===== src/rtl/tbi_pkg.sv =====
package tbi_pkg;

   // Fixed-point scale of the temperature word
   localparam int TBI_FRAC = 8;

   // Outcome of one conversion for the index register
   typedef enum logic [1:0] {
      MV_HOLD = 2'd0,
      MV_UP   = 2'd1,
      MV_DOWN = 2'd2
   } tbi_move_e;

endpackage


===== src/rtl/tbi_sched.sv =====
// Conversion scheduler: one armed request per frame, deferred while bus busy
module tbi_sched (
   input  logic clk,
   input  logic rst_n,
   input  logic frame_tick,
   input  logic bus_busy,
   input  logic sample_valid,
   output logic launch
);

   logic req_q;
   logic want;

   assign want   = req_q | frame_tick;
   assign launch = want & ~bus_busy & sample_valid;

   // Reset arms the first conversion
   always_ff @(posedge clk) begin
      if (!rst_n) req_q <= 1'b1;
      else        req_q <= want & ~launch;
   end

   // a tick seen during a bus transfer is kept pending
   a_r4_tick_kept_pending: assert property (@(posedge clk) disable iff (!rst_n)
      (frame_tick && bus_busy) |=> req_q);

   // an accepted conversion consumes the request unless a new tick arrives
   a_r3_request_consumed: assert property (@(posedge clk) disable iff (!rst_n)
      (launch && !frame_tick) |=> (!req_q || $past(frame_tick)) );

endmodule


===== src/rtl/tbi_binner.sv =====
// Maps a fixed-point temperature (plus a constant offset) to a clamped bin
module tbi_binner #(
   parameter int TEMP_W   = 16,
   parameter int FRAC     = 8,
   parameter int T_MIN    = -40,
   parameter int BIN_DEG  = 2,
   parameter int NUM_BINS = 71,
   parameter int ADD_DEG  = 0,
   parameter int IDX_W    = 7
) (
   input  logic [TEMP_W-1:0] temp,
   output logic [IDX_W-1:0]  bin
);

   localparam int OW = TEMP_W + 2;
   localparam int SH = FRAC + $clog2(BIN_DEG);
   localparam logic signed [OW-1:0] BIAS = OW'((ADD_DEG - T_MIN) * (2 ** FRAC));
   localparam logic signed [OW-1:0] LAST = OW'(NUM_BINS - 1);

   logic signed [OW-1:0] off;
   logic signed [OW-1:0] slot;

   assign off  = $signed({{2{temp[TEMP_W-1]}}, temp}) + BIAS;
   assign slot = off >>> SH;

   always_comb begin
      if (off[OW-1])       bin = '0;
      else if (slot > LAST) bin = IDX_W'(NUM_BINS - 1);
      else                 bin = slot[IDX_W-1:0];
   end

endmodule


===== src/rtl/temp_bin_indexer.sv =====
module temp_bin_indexer
   import tbi_pkg::*;
#(
   parameter int TEMP_W   = 16,
   parameter int T_MIN    = -40,
   parameter int T_MAX    = 102,
   parameter int BIN_DEG  = 2,
   parameter int HYST_DEG = 1,
   localparam int NUM_BINS = (T_MAX - T_MIN) / BIN_DEG,
   localparam int IDX_W    = $clog2(NUM_BINS)
) (
   input  logic              clk,
   input  logic              rst_n,
   input  logic              frame_tick,
   input  logic              bus_busy,
   input  logic              sample_valid,
   input  logic [TEMP_W-1:0] sample,
   output logic [IDX_W-1:0]  bin_idx,
   output logic [7:0]        temp_msb,
   output logic [7:0]        temp_lsb,
   output logic              bin_changed
);

   // Elaboration-time parameter checks
   if (TEMP_W != 16) begin : g_bad_width
      $error("temp_bin_indexer: TEMP_W must be 16 (two status bytes)");
   end
   if (T_MAX <= T_MIN) begin : g_bad_range
      $error("temp_bin_indexer: T_MAX must exceed T_MIN");
   end
   if ((BIN_DEG & (BIN_DEG - 1)) != 0 || BIN_DEG < 1) begin : g_bad_bin
      $error("temp_bin_indexer: BIN_DEG must be a power of two");
   end
   if (HYST_DEG < 0 || HYST_DEG >= BIN_DEG) begin : g_bad_hyst
      $error("temp_bin_indexer: HYST_DEG must lie in [0, BIN_DEG)");
   end

   logic              launch;
   logic [IDX_W-1:0]  raw_bin;
   logic [IDX_W-1:0]  dn_bin;
   logic [IDX_W-1:0]  idx_q;
   logic [IDX_W-1:0]  idx_nxt;
   logic [TEMP_W-1:0] temp_q;
   logic              chg_q;
   tbi_move_e         move;

   tbi_sched u_sched (
      .clk          (clk),
      .rst_n        (rst_n),
      .frame_tick   (frame_tick),
      .bus_busy     (bus_busy),
      .sample_valid (sample_valid),
      .launch       (launch)
   );

   tbi_binner #(
      .TEMP_W(TEMP_W), .FRAC(TBI_FRAC), .T_MIN(T_MIN), .BIN_DEG(BIN_DEG),
      .NUM_BINS(NUM_BINS), .ADD_DEG(0), .IDX_W(IDX_W)
   ) u_raw (
      .temp (sample),
      .bin  (raw_bin)
   );

   // Falling threshold: bin of the reading lifted by the hysteresis band
   if (HYST_DEG > 0) begin : g_hyst
      tbi_binner #(
         .TEMP_W(TEMP_W), .FRAC(TBI_FRAC), .T_MIN(T_MIN), .BIN_DEG(BIN_DEG),
         .NUM_BINS(NUM_BINS), .ADD_DEG(HYST_DEG), .IDX_W(IDX_W)
      ) u_dn (
         .temp (sample),
         .bin  (dn_bin)
      );
   end else begin : g_plain
      assign dn_bin = raw_bin;
   end

   always_comb begin
      if (raw_bin > idx_q)     move = MV_UP;
      else if (dn_bin < idx_q) move = MV_DOWN;
      else                     move = MV_HOLD;
      unique case (move)
         MV_UP:   idx_nxt = raw_bin;
         MV_DOWN: idx_nxt = dn_bin;
         default: idx_nxt = idx_q;
      endcase
   end

   always_ff @(posedge clk) begin
      if (!rst_n) begin
         idx_q  <= '0;
         temp_q <= '0;
         chg_q  <= 1'b0;
      end else if (launch) begin
         idx_q  <= idx_nxt;
         temp_q <= sample;
         chg_q  <= (move != MV_HOLD);
      end else begin
         chg_q  <= 1'b0;
      end
   end

   assign bin_idx     = idx_q;
   assign temp_msb    = temp_q[15:8];
   assign temp_lsb    = temp_q[7:0];
   assign bin_changed = chg_q;

   // a busy bus freezes every result
   a_r4_frozen_while_busy: assert property (@(posedge clk) disable iff (!rst_n)
      bus_busy |=> ($stable(bin_idx) && $stable(temp_q) && !bin_changed));

   // outputs move only after an accepted conversion
   a_r3_hold_without_launch: assert property (@(posedge clk) disable iff (!rst_n)
      !launch |=> ($stable(bin_idx) && $stable(temp_q) && !bin_changed));

   // status bytes follow the accepted sample
   a_r5_bytes_follow: assert property (@(posedge clk) disable iff (!rst_n)
      launch |=> ({temp_msb, temp_lsb} == $past(sample)));

   // pulse coincides exactly with an index move
   a_r9_pulse_matches_move: assert property (@(posedge clk) disable iff (!rst_n)
      bin_changed == (bin_idx != $past(bin_idx)));

   // index never leaves the table
   a_r8_index_in_table: assert property (@(posedge clk) disable iff (!rst_n)
      bin_idx <= IDX_W'(NUM_BINS - 1));

endmodule


===== config.mk =====
export PLATFORM = sky130hd
export DESIGN_NAME = temp_bin_indexer
export DESIGN_NICKNAME = d
export VERILOG_FILES = /design/src/rtl/tbi_pkg.sv /design/src/rtl/tbi_sched.sv /design/src/rtl/tbi_binner.sv /design/src/rtl/temp_bin_indexer.sv
export SDC_FILE = /design/constraint.sdc
export NUM_CORES = 1
export LEC_CHECK = 0
export BUFFER_PORTS_ARGS = -buffer_cell sky130_fd_sc_hd__buf_2
export CAP_MARGIN = 10
export CORE_AREA = 2 2 77 79
export DETAILED_ROUTE_END_ITERATION = 16
export DIE_AREA = 0 0 79 81
export PLACE_DENSITY_LB_ADDON = 0.1
export RECOVER_POWER = 50
export SLEW_MARGIN = 40
export SYNTH_ARGS = -nofsm -noshare
export SYNTH_HDL_FRONTEND = slang
export SYNTH_SLANG_ARGS = --single-unit

===== constraint.sdc =====
create_clock -name clk -period 9.7 [get_ports clk]
set_input_delay 0.97 -clock clk [delete_from_list [all_inputs] [get_ports clk]]
set_output_delay 0.97 -clock clk [all_outputs]
set_load 0.01 [all_outputs]

==> flow_summary.toml <==
[clocking]
cts_tree = "done"
insertion_delay_ns = 0.27
clock-sinks = 25
clk_root_buffer_cell = "clkbuf_8"
cts_hold_buf = 0
postCtsSetupBuffers = 0
cts_resized = 0
max-clock-path-buffers = 2
cts.htree.levels = 1
cts_buffers = 3
clkTransAtPathRegs_ns = 0.09

[die]
core-area_um2 = 5680
die_area_um2 = 6400
die_h_um = 81
initial_utilization_pct = 32.9
rows = 28
io_pins = 45
die_w_um = 79

[routing]
drtPass1Iterations = 4
drc = 0
drt-total-wl_um = 4770
drtAntennaViolNets = 0
drtIter0Drc = 76
vias = 1806
post_drt_wl_per_cell_um = 13.5
via_per_inst = 5.12

[power_and_ir_drop]
ir_drop_mv = 0.0696
p_per_area_nw_per_um2 = 134
cellLeakagePower_uw = 0.000849

[synthesis]
ys.flop_type = "dfxtp_1"
synth_area_um2 = 1870
synth_nets = 281
yosys.cell_types.count = 51
synth_warnings = 0
synth_seq_cells = 25
syn_inst = 243
async_reset_ff_share_pct = 0
synth_edf_count = 0
avgSynthCellArea_um2 = 7.69
synth_seq_area_share_pct = 26.8

[sta]
min_period_over_period_pct = 45.0
final_max_slew_viol_count = 0
fin_skew_ns = 0.00774
tns_ns = 0
setup_viol = 0
final_hold_viol_count = 0
worstMarginPinSlew_ns = 0.646
relSlewSlack_pct = 56.7
fin_crit_ns = 4.36
rsz0062_at_grt = "false"
max_freq_mhz = 229

[final_layout]
post-route-cell-area_um2 = 2150
utilization_pct = 37.9
areaGrowthSynthToFinish_pct = 15.0
final_cell_mix = "nand2_1, a21oi_1, dfxtp_1"
drive_above_1_share_pct = 14.0
final_common_cell = "nand2_1"
antenna-diode-count = 0
nets = 317

[worst_hold_path]
hold_path_class = "register to register"

[grt]
grt_pass1_vias = 1659
track_usage_pct = 15.4
grt_pass1_wl_um = 7950
grt_antenna_before_repair = 0
grt-ovfl-total = 0
grt_max_degree = 27

[placed_design]
hpwl_um = 3730
place_area_um2 = 2130
io_buffers = 44
routabilityCongestion = 0.890

[run_status]
outcome = "completed"

[critical_path]
required_ns = 9.86
cp-start-kind = "input port"
worstPathMaxFanout = 18
critPathKind = "input port to register"
end_kind = "register"
worstPathArrival_ns = 4.53

[run]
maxCapViolations = 0
[final cells by class]
cell class	count	area (µm²)
multi-input cells	188	1250
inverters	16	60.1
clock buffers	4	45.0
flip-flops and latches	25	500
fillers	661	3530
well taps	75	93.8
repair buffers	45	199
[report_power, final]
part	leakage (µW)	switching, µW	total [µW]	internal [µW]
sequential	0.000204	4.89	114	109
clock	0.0000228	31.5	60.8	29.3
combinational	0.000623	68.4	112	43.7
total	0.000849	105	287	183
[flip-flops by register name, indices dropped and copies added, names as in the netlist]
signal         flops
u_sched.req_q      1
bin_idx            7
bin_changed        1
temp_q            16
[logic make-up after synthesis]
group	synth area share, %
XOR/XNOR	2.34
AND/OR/NAND/NOR	26.0
buffers and inverters	7.16
flip-flops	26.8
multiplexers	1.34
AO/OA/AOI/OAI	25.0
adder cells (fa/ha/maj)	11.4
[synthesized netlist by cell type (all sizes together), types with 6 or more instances]
master / count / area share (%)
dfxtp: 25 / 27
nand2: 41 / 8.2
clkbuf: 7 / 1.4
a21oi: 28 / 7.5
nand4: 8 / 2.7
inv: 15 / 3.0
o21ai: 10 / 2.9
buf: 7 / 2.5
nor2: 11 / 2.6
nand3: 6 / 1.6
ha: 17 / 11
[routing by layer]
| layer | routed length (µm) | GRT usage [%] | share of wire [%] |
|---|---|---|---|
| met4 | 14 | 2.41 | 0.29 |
| met3 | 238 | 2.89 | 5.0 |
| met2 | 2270 | 26.4 | 47 |
| met5 | 0 | 0 | 0 |
| met1 | 2250 | 20.8 | 47 |
[critical path, stage by stage]
cell	delay [ns]
buf_2	0.21
inv_1	0.11
ha_1	0.31
a21boi_0	0.13
o22ai_1	0.14
a21oi_1	0.08
o21ai_0	0.33
a21oi_1	0.16
ha_1	0.31
nor2b_1	0.13
o21a_1	0.17
o21a_1	0.20
o31ai_4	0.55
nor2_1	0.22
a22o_1	0.23
o31a_1	0.27
[stage by stage]
| stage | hold slack [ns] | power, µW | worst slack, ns | instances |
|---|---|---|---|---|
| 2_1_floorplan | 0.481 | 202 | 5.68 | 243 |
| 3_3_place_gp | 0.441 | 228 | 4.83 | 349 |
| 3_5_place_dp | 0.445 | 231 | 5.07 | 349 |
| 4_1_cts | 0.457 | 293 | 5.37 | 353 |
| 5_1_grt | 0.476 | 313 | 4.99 | 353 |
| 6_report | 0.455 | 287 | 5.34 | 353 |
[path summary, 6_finish.rpt]
check	start	endpoint	slack, ns	depth (start not counted)
max	sample[11]	bin_idx[1]	5.34	16
min reg2reg	temp_q[15]	temp_q[15]	0.45	2
min	temp_q[15]	temp_q[15]	0.45	2
max reg2reg	bin_idx[1]	bin_idx[1]	6.99	9
Note: power is estimated with default switching activity, not from simulation.
